### config.mk
export PLATFORM = sky130hd
export DESIGN_NAME = operand_gather
export DESIGN_NICKNAME = d
export VERILOG_FILES = /design/src/rtl/operand_gather.sv
export SDC_FILE = /design/constraint.sdc
export NUM_CORES = 2
export LEC_CHECK = 0
export BUFFER_PORTS_ARGS = -buffer_cell sky130_fd_sc_hd__buf_2
export CELL_PAD_IN_SITES_DETAIL_PLACEMENT = 0
export CELL_PAD_IN_SITES_GLOBAL_PLACEMENT = 1
export CORE_MARGIN = 10
export CORE_UTILIZATION = 54
export DETAILED_ROUTE_END_ITERATION = 10
export PLACE_DENSITY_LB_ADDON = 0.1
export SLEW_MARGIN = 20
export SYNTH_ARGS = -nofsm -noshare
export SYNTH_HDL_FRONTEND = slang
export SYNTH_MEMORY_MAX_BITS = 65536
export SYNTH_SLANG_ARGS = --single-unit
### constraint.sdc
create_clock -name clk -period 5.2 [get_ports clk]
set_clock_uncertainty 0.2 [all_clocks]
set_input_delay 0.26 -clock clk [delete_from_list [all_inputs] [get_ports clk]]
set_output_delay 0.26 -clock clk [all_outputs]
set_load 0.02 [all_outputs]
### src/rtl/operand_gather.sv
`timescale 1ns/1ps
module operand_gather #(
  parameter int NREG = 64,
  parameter int DW   = 64,
  localparam int IW  = $clog2(NREG)
) (
  input  logic          clk,
  input  logic          rst_n,
  input  logic          in_valid,
  output logic          in_ready,
  input  logic [IW-1:0] in_src0,
  input  logic [IW-1:0] in_src1,
  input  logic [IW-1:0] in_src2,
  input  logic [2:0]    in_reuse,
  input  logic          wr_en,
  input  logic [IW-1:0] wr_idx,
  input  logic [DW-1:0] wr_data,
  output logic          out_valid,
  input  logic          out_ready,
  output logic [DW-1:0] out_op0,
  output logic [DW-1:0] out_op1,
  output logic [DW-1:0] out_op2
);
  localparam int ROWS = NREG / 4;
  localparam int RW   = IW - 2;

  logic          busy;
  logic [2:0]    need, reuse_q, cv, hit, pend, win, served;
  logic [IW-1:0] idx_q [3];
  logic [IW-1:0] in_idx [3];
  logic [IW-1:0] ctag [3];
  logic [DW-1:0] opd [3];
  logic [DW-1:0] cdat [3];
  logic [5:0]    bank_v;
  logic [RW-1:0] rd_row [4];
  logic [DW-1:0] rd_dat [4];
  logic          acc, iss;

  assign in_idx[0] = in_src0;
  assign in_idx[1] = in_src1;
  assign in_idx[2] = in_src2;
  assign bank_v    = {idx_q[2][1:0], idx_q[1][1:0], idx_q[0][1:0]};
  assign in_ready  = !busy;
  assign out_valid = busy && (need == 3'b000);
  assign acc       = in_valid && in_ready;
  assign iss       = out_valid && out_ready;
  assign out_op0   = opd[0];
  assign out_op1   = opd[1];
  assign out_op2   = opd[2];

  always_comb begin
    for (int s = 0; s < 3; s++)
      hit[s] = cv[s] && (ctag[s] == in_idx[s]);
  end

  always_comb begin
    for (int s = 0; s < 3; s++)
      pend[s] = busy && need[s] && !(wr_en && (wr_idx[1:0] == bank_v[2*s +: 2]));
    for (int s = 0; s < 3; s++) begin
      win[s] = pend[s];
      for (int t = 0; t < s; t++)
        if (pend[t] && (bank_v[2*t +: 2] == bank_v[2*s +: 2])) win[s] = 1'b0;
    end
    for (int s = 0; s < 3; s++) begin
      served[s] = 1'b0;
      for (int t = 0; t <= s; t++)
        if (win[t] && pend[s] && (idx_q[t] == idx_q[s])) served[s] = 1'b1;
    end
  end

  always_comb begin
    for (int b = 0; b < 4; b++) begin
      rd_row[b] = '0;
      for (int s = 2; s >= 0; s--)
        if (win[s] && (bank_v[2*s +: 2] == 2'(b))) rd_row[b] = idx_q[s][IW-1:2];
    end
  end

  for (genvar b = 0; b < 4; b++) begin : g_bank
    logic [DW-1:0] mem [ROWS];
    always_ff @(posedge clk)
      if (wr_en && (wr_idx[1:0] == 2'(b))) mem[wr_idx[IW-1:2]] <= wr_data;
    assign rd_dat[b] = mem[rd_row[b]];
  end

  always_ff @(posedge clk) begin
    if (!rst_n) begin
      busy <= 1'b0;
      need <= 3'b000;
      cv   <= 3'b000;
    end else begin
      if (acc)      busy <= 1'b1;
      else if (iss) busy <= 1'b0;
      for (int s = 0; s < 3; s++) begin
        if (acc)              need[s] <= !hit[s];
        else if (served[s])   need[s] <= 1'b0;
        if (iss)              cv[s]   <= reuse_q[s];
      end
    end
  end

  always_ff @(posedge clk) begin
    for (int s = 0; s < 3; s++) begin
      if (acc) begin
        idx_q[s]   <= in_idx[s];
        reuse_q[s] <= in_reuse[s];
        opd[s]     <= (wr_en && wr_idx == in_idx[s]) ? wr_data : cdat[s];
      end else if (wr_en && wr_idx == idx_q[s]) begin
        opd[s] <= wr_data;
      end else if (served[s]) begin
        opd[s] <= rd_dat[idx_q[s][1:0]];
      end
      if (iss) begin
        ctag[s] <= idx_q[s];
        cdat[s] <= (wr_en && wr_idx == idx_q[s]) ? wr_data : opd[s];
      end else if (wr_en && wr_idx == ctag[s]) begin
        cdat[s] <= wr_data;
      end
    end
  end
endmodule

---- Word level (Yosys, flattened, before mapping) ----
Memory sizes are Yosys's and may differ from the RTL's.
Cells that the tools add are included.
Widths: inputs -> output; s select.
word-level totals
  register bits ........................... 10
  memory bits (writable) .................. 4,516
  input bits .............................. 96
  output and inout port bits .............. 194
  word-level logic and storage cells ...... 224
  memories ................................ 8
operators by class
  $lt $le $gt $ge ......................... 3
  equality and inequality tests ........... 33
  multiplexer cells ....................... 95
  bitwise logic cells ..................... 12
  reductions and logical operators ........ 67
memory list
  memory           depth  bits a word  rd ports  clocked after memory_dff  wr ports  line  RTL
  g_bank[0].mem    16     64           1         0                         1         80    logic [DW-1:0] mem [ROWS];
  g_bank[1].mem    16     64           1         0                         1         80
  g_bank[2].mem    16     64           1         0                         1         80
  g_bank[3].mem    16     64           1         0                         1         80
  cdat             3      64           3         0                         3         33    logic [DW-1:0] cdat [3];
  opd              3      64           3         0                         3         32    logic [DW-1:0] opd [3];
  2 more memories  -      -            -         -                         -         -
operators by type and width
  operator            count
  $mux 64             21
  $bmux 64 s2         3
  $eq 6x6->1          15
  $mux 1              59
  $logic_and 1x1->1   51
  $mux 4              12
  $eq 2x2->1 const B  8
  $eq 2x2->1          6
  $ge 3x3->1 const B  3
  $not 2->3           3
  $or 1x1->1          9
  $eq 2x1->1 const B  4
  $logic_not 2->1     4
  $reduce_bool 2->1   4
  $logic_not 1->1     7
  $logic_not 3->1     1

---- Depth between registers and ports, before layout ----
An unclocked memory read counts as a cell.
  word-level depth ........................ 16
  mapped depth ............................ 17
  depth with buffers taken out ............ 10

---- Worst setup path before layout ----
Ideal clock, no wire load.
  path kind ............................... input to register
  from .................................... in wr_idx[3]
  to ...................................... mem g_bank[0].mem[14][0], enable pin
  library setup time ...................... 0.487 ns
  arrival time ............................ 4.054 ns
  data required time ...................... 4.513 ns
  slack ................................... 0.459 ns
  stages .................................. 5
  cell sequence ........................... clkbuf_1 -> buf_1 -> nor2b_1 -> nand3_1 -> nor2_1
RTL lines
  item             line  RTL
  start, declared  16    input logic [IW-1:0] wr_idx,
  end, declared    80
Straight into the memory's write port.

==> results.py <==
metrics = {
    "setup_path": {
        "arrival_ps": 5760,
        "crit_path_max_incr_delay_ps": 680,
        "crit_fanout": 52,
        "end_kind": "register",
        "cp_top_family": "buffers and inverters",
        "reg2reg_slack_ps": 60,
        "crit_path_cell_trace": "buf_4 -> clkinv_1 -> buf_4 -> nand2_1 -> nor3_1 -> buf_4 -> nor2_4 -> buf_12 -> buf_12 -> nor2_1 -> buf_4 -> a32o_1 -> o21ai_0 -> o211ai_1 -> buf_4 -> o22ai_1",
        "path_buf_inv": 8,
        "worstPathRequired_ps": 5830,
        "startpoint_type": "register",
        "crit_type": "register to register",
        "cp_common_cell": "buf_4",
        "cpMaxStageDelayCell": "edfxtp_1",
    },
    "final_layout": {
        "seq_area_um2": 136000,
        "drive_above_1_share": 0.171,
        "fin_nets": 12900,
        "fillers": 24800,
        "multi_input_area_um2": 46300,
        "area_growth_pct": 15.7,
    },
    "clocking": {
        "clockBufferDepth": 4,
        "cts.clk_slew.worst_paths_ps": 70,
        "cts_buffers": 460,
        "clkLatencyLatePin_ps": 1010,
        "htree_levels": 5,
        "cts_tree": "done",
        "cts_sinks": 4526,
        "cts.root.buffer_cell": "clkbuf_16",
    },
    "floorplanning": {
        "die_w_um": 605,
        "ios": 290,
        "rows": 214,
        "core_area_um2": 341000,
        "start_util": 0.543,
        "die-height_um": 605,
        "die_area_um2": 366000,
    },
    "route": {
        "drc": 0,
        "vias_per_cell": 6.71,
        "wl_per_cell_um": 35.8,
        "routed_wl_um": 636000,
        "firstDrtPassIters": 10,
        "vias": 119000,
        "drtIter0Drc": 17600,
        "ant_nets": 0,
    },
    "sta": {
        "rsz0062_at_grt": "false",
        "finalMaxSlewViolations": 0,
        "hold_viol": 0,
        "setup_slack_ps": 62.0,
        "finalSetupTns_ps": 0,
        "slew_headroom": 0.244,
        "whs_ps": 74.6,
        "setup_violations": 0,
        "min_period_ps": 5140,
        "worst_slew_pin_slew_ps": 1130,
        "fin_crit_sh": 0.988,
        "fmax_ghz": 0.195,
    },
    "worst_hold_path": {
        "hold_class": "input pin to register",
    },
    "global_route": {
        "grtUsageTotal": 0.338,
        "gr-total-overflow": 0,
        "grt_pass1_wl_um": 883000,
        "antenna_found_initial": 48,
        "grt_pass1_vias": 113000,
        "grt_max_degree": 132,
    },
    "synth": {
        "yosysWarnings": 0,
        "ys_ff_latch": 4526,
        "postSynthAreaPerCell_um2": 15.4,
        "yosysSeqAreaShare": 0.734,
        "syn_nets": 12100,
        "yosys.area.top_type_share": 0.734,
        "synth.top_cells.by_count": "4519 x edfxtp_1, 1207 x nand2_1, 1035 x mux2i_1",
        "synth_async_sr_flop_share": 0,
        "synth-edff-count": 4519,
        "ys_types": 100,
        "synth_area_leaders": "edfxtp_1 73%, mux2i_1 5.6%, nand2_1 2.4%",
        "synth_top_area_cell": "edfxtp_1",
        "netlist_instances": 12000,
        "synth_ff_type": "edfxtp_1",
        "synth_most_common_cell": "edfxtp_1",
        "syn_area_um2": 185000,
    },
    "place": {
        "dp_slack_ps": -23.7,
        "dp_hpwl_um": 410000,
        "finalWeightedCongestion": 0.982,
        "io_buffers": 289,
    },
    "status": {
        "status": "finished, final reports clean",
    },
    "power": {
        "ir_drop_uv": 347,
        "power_density_nw_per_um2": 367,
        "leakagePower_nw": 75.0,
    },
    "flow_run": {
        "drv_cap": 0,
    },
}
## flip-flops by register name, summed over array words and instances, names as in the netlist
register and cells:
need 3, reuse_q 3, cdat 192, cv 3
idx_q 18, g_bank.mem 4096, opd 192, ctag 18
busy 1
## path summary, 6_finish.rpt
path                              startpoint                    to  cells after the start
worst max register to register  idx_q[0][13]            opd[2][33]                     16
worst min register to register         cv[1]                 cv[1]                      2
worst max-delay path            idx_q[0][13]            opd[2][33]                     16
worst min-delay path             wr_data[34]  g_bank[1].mem[0][34]                      2
## final cells by class
| cell class | count | share of cell area |
|---|---|---|
| clock buffer | 569 | 0.0567 |
| sequential | 4526 | 0.635 |
| tap | 4536 | 0.0265 |
| antenna | 48 | 0.000561 |
| inverter | 43 | 0.000754 |
| timing repair buffer | 1229 | 0.0525 |
| clock inverter | 277 | 0.0123 |
| multi-input combinational | 6551 | 0.216 |
## cell usage in the layout, fill, tap and decap left out, types with 35 or more instances in the layout
| cell | synthesis | layout |
|---|---|---|
| o22ai_1 | 422 | 422 |
| nor2_4 | 1 | 70 |
| o32ai_1 | 49 | 49 |
| o22a_1 | 44 | 44 |
| nand4_1 | 44 | 44 |
| a21boi_0 | 50 | 48 |
| or4_1 | 112 | 112 |
| a311oi_1 | 56 | 55 |
| and3_1 | 353 | 352 |
| clkbuf_1 | 534 | 99 |
| a32oi_1 | 107 | 106 |
| a21oi_1 | 255 | 248 |
| edfxtp_1 | 4519 | 4519 |
| o21ai_0 | 235 | 232 |
| inv_1 | 39 | 39 |
| o211ai_1 | 41 | 41 |
| buf_2 | 237 | 284 |
| xnor2_1 | 42 | 42 |
| a221oi_1 | 87 | 87 |
| buf_4 | 38 | 636 |
| a211oi_1 | 513 | 511 |
| clkbuf_16 | 0 | 470 |
| nand3_1 | 490 | 479 |
| a31oi_1 | 186 | 183 |
| xor2_1 | 48 | 48 |
| mux2_2 | 274 | 274 |
| a211o_1 | 36 | 35 |
| mux4_2 | 36 | 36 |
| o221ai_1 | 65 | 64 |
| mux2i_1 | 1035 | 1035 |
| dlygate4sd3_1 | 0 | 114 |
| clkinv_1 | 2 | 114 |
| nor3_1 | 95 | 93 |
| buf_12 | 0 | 194 |
| nor2_1 | 192 | 118 |
| bufinv_16 | 0 | 51 |
| nand2_1 | 1207 | 1198 |
| a22oi_1 | 91 | 89 |
| diode_2 | 0 | 48 |
| clkinv_2 | 0 | 84 |
## repair_timing
item / 4_1_cts / 5_1_grt
cloned: 0 / 0
setup endpoints to repair: 3 / 63
endpoints found under the hold margin: 3578 / 0
hold buffers: 114 / 0
setup buffers: 0 / 3
pin swaps: 0 / 2
resized for setup: 2 / 9
## report_power, final
group	switching [mW]	internal [mW]
logic	3.35	1.30
clock network	13.8	19.0
registers	0.365	40.7
## metrics by stage
| stage | util | power [mW] | cell area (µm²) | instances |
|---|---|---|---|---|
| 6_report | 0.629 | 78.5 | 214000 | 17800 |
| 3_3_place_gp | 0.581 | 46.1 | 198000 | 16800 |
| 4_1_cts | 0.628 | 78.6 | 214000 | 17700 |
| 3_5_place_dp | 0.581 | 46.2 | 198000 | 16800 |
| 5_1_grt | 0.628 | 80.4 | 214000 | 17800 |
| 2_1_floorplan | - | 43.5 | 185000 | 12000 |
## routing by layer
metal,vias up,share of wire,track usage
met5,-,0.00015,0.000775
li1,49800,-,-
met4,10,0.064,0.174
met3,1183,0.11,0.0776
met2,7312,0.44,0.509
met1,61000,0.38,0.462
## kinds of logic (layout without fill, tap and decap cells)
kind of cell / count (synthesis) / count (layout) / share of synthesized area
DFF: 4526 / 4526 / 0.734
buffers and inverters: 932 / 2118 / 0.0216
other: 0 / 48 / 0
muxes: 1345 / 1345 / 0.0771
xor gates and xnor gates: 92 / 92 / 0.00444
and+or+nand+nor: 2644 / 2644 / 0.0678
AOI/OAI and AO/OA: 2470 / 2470 / 0.0948
Note: power is estimated with default switching activity, not from simulation.
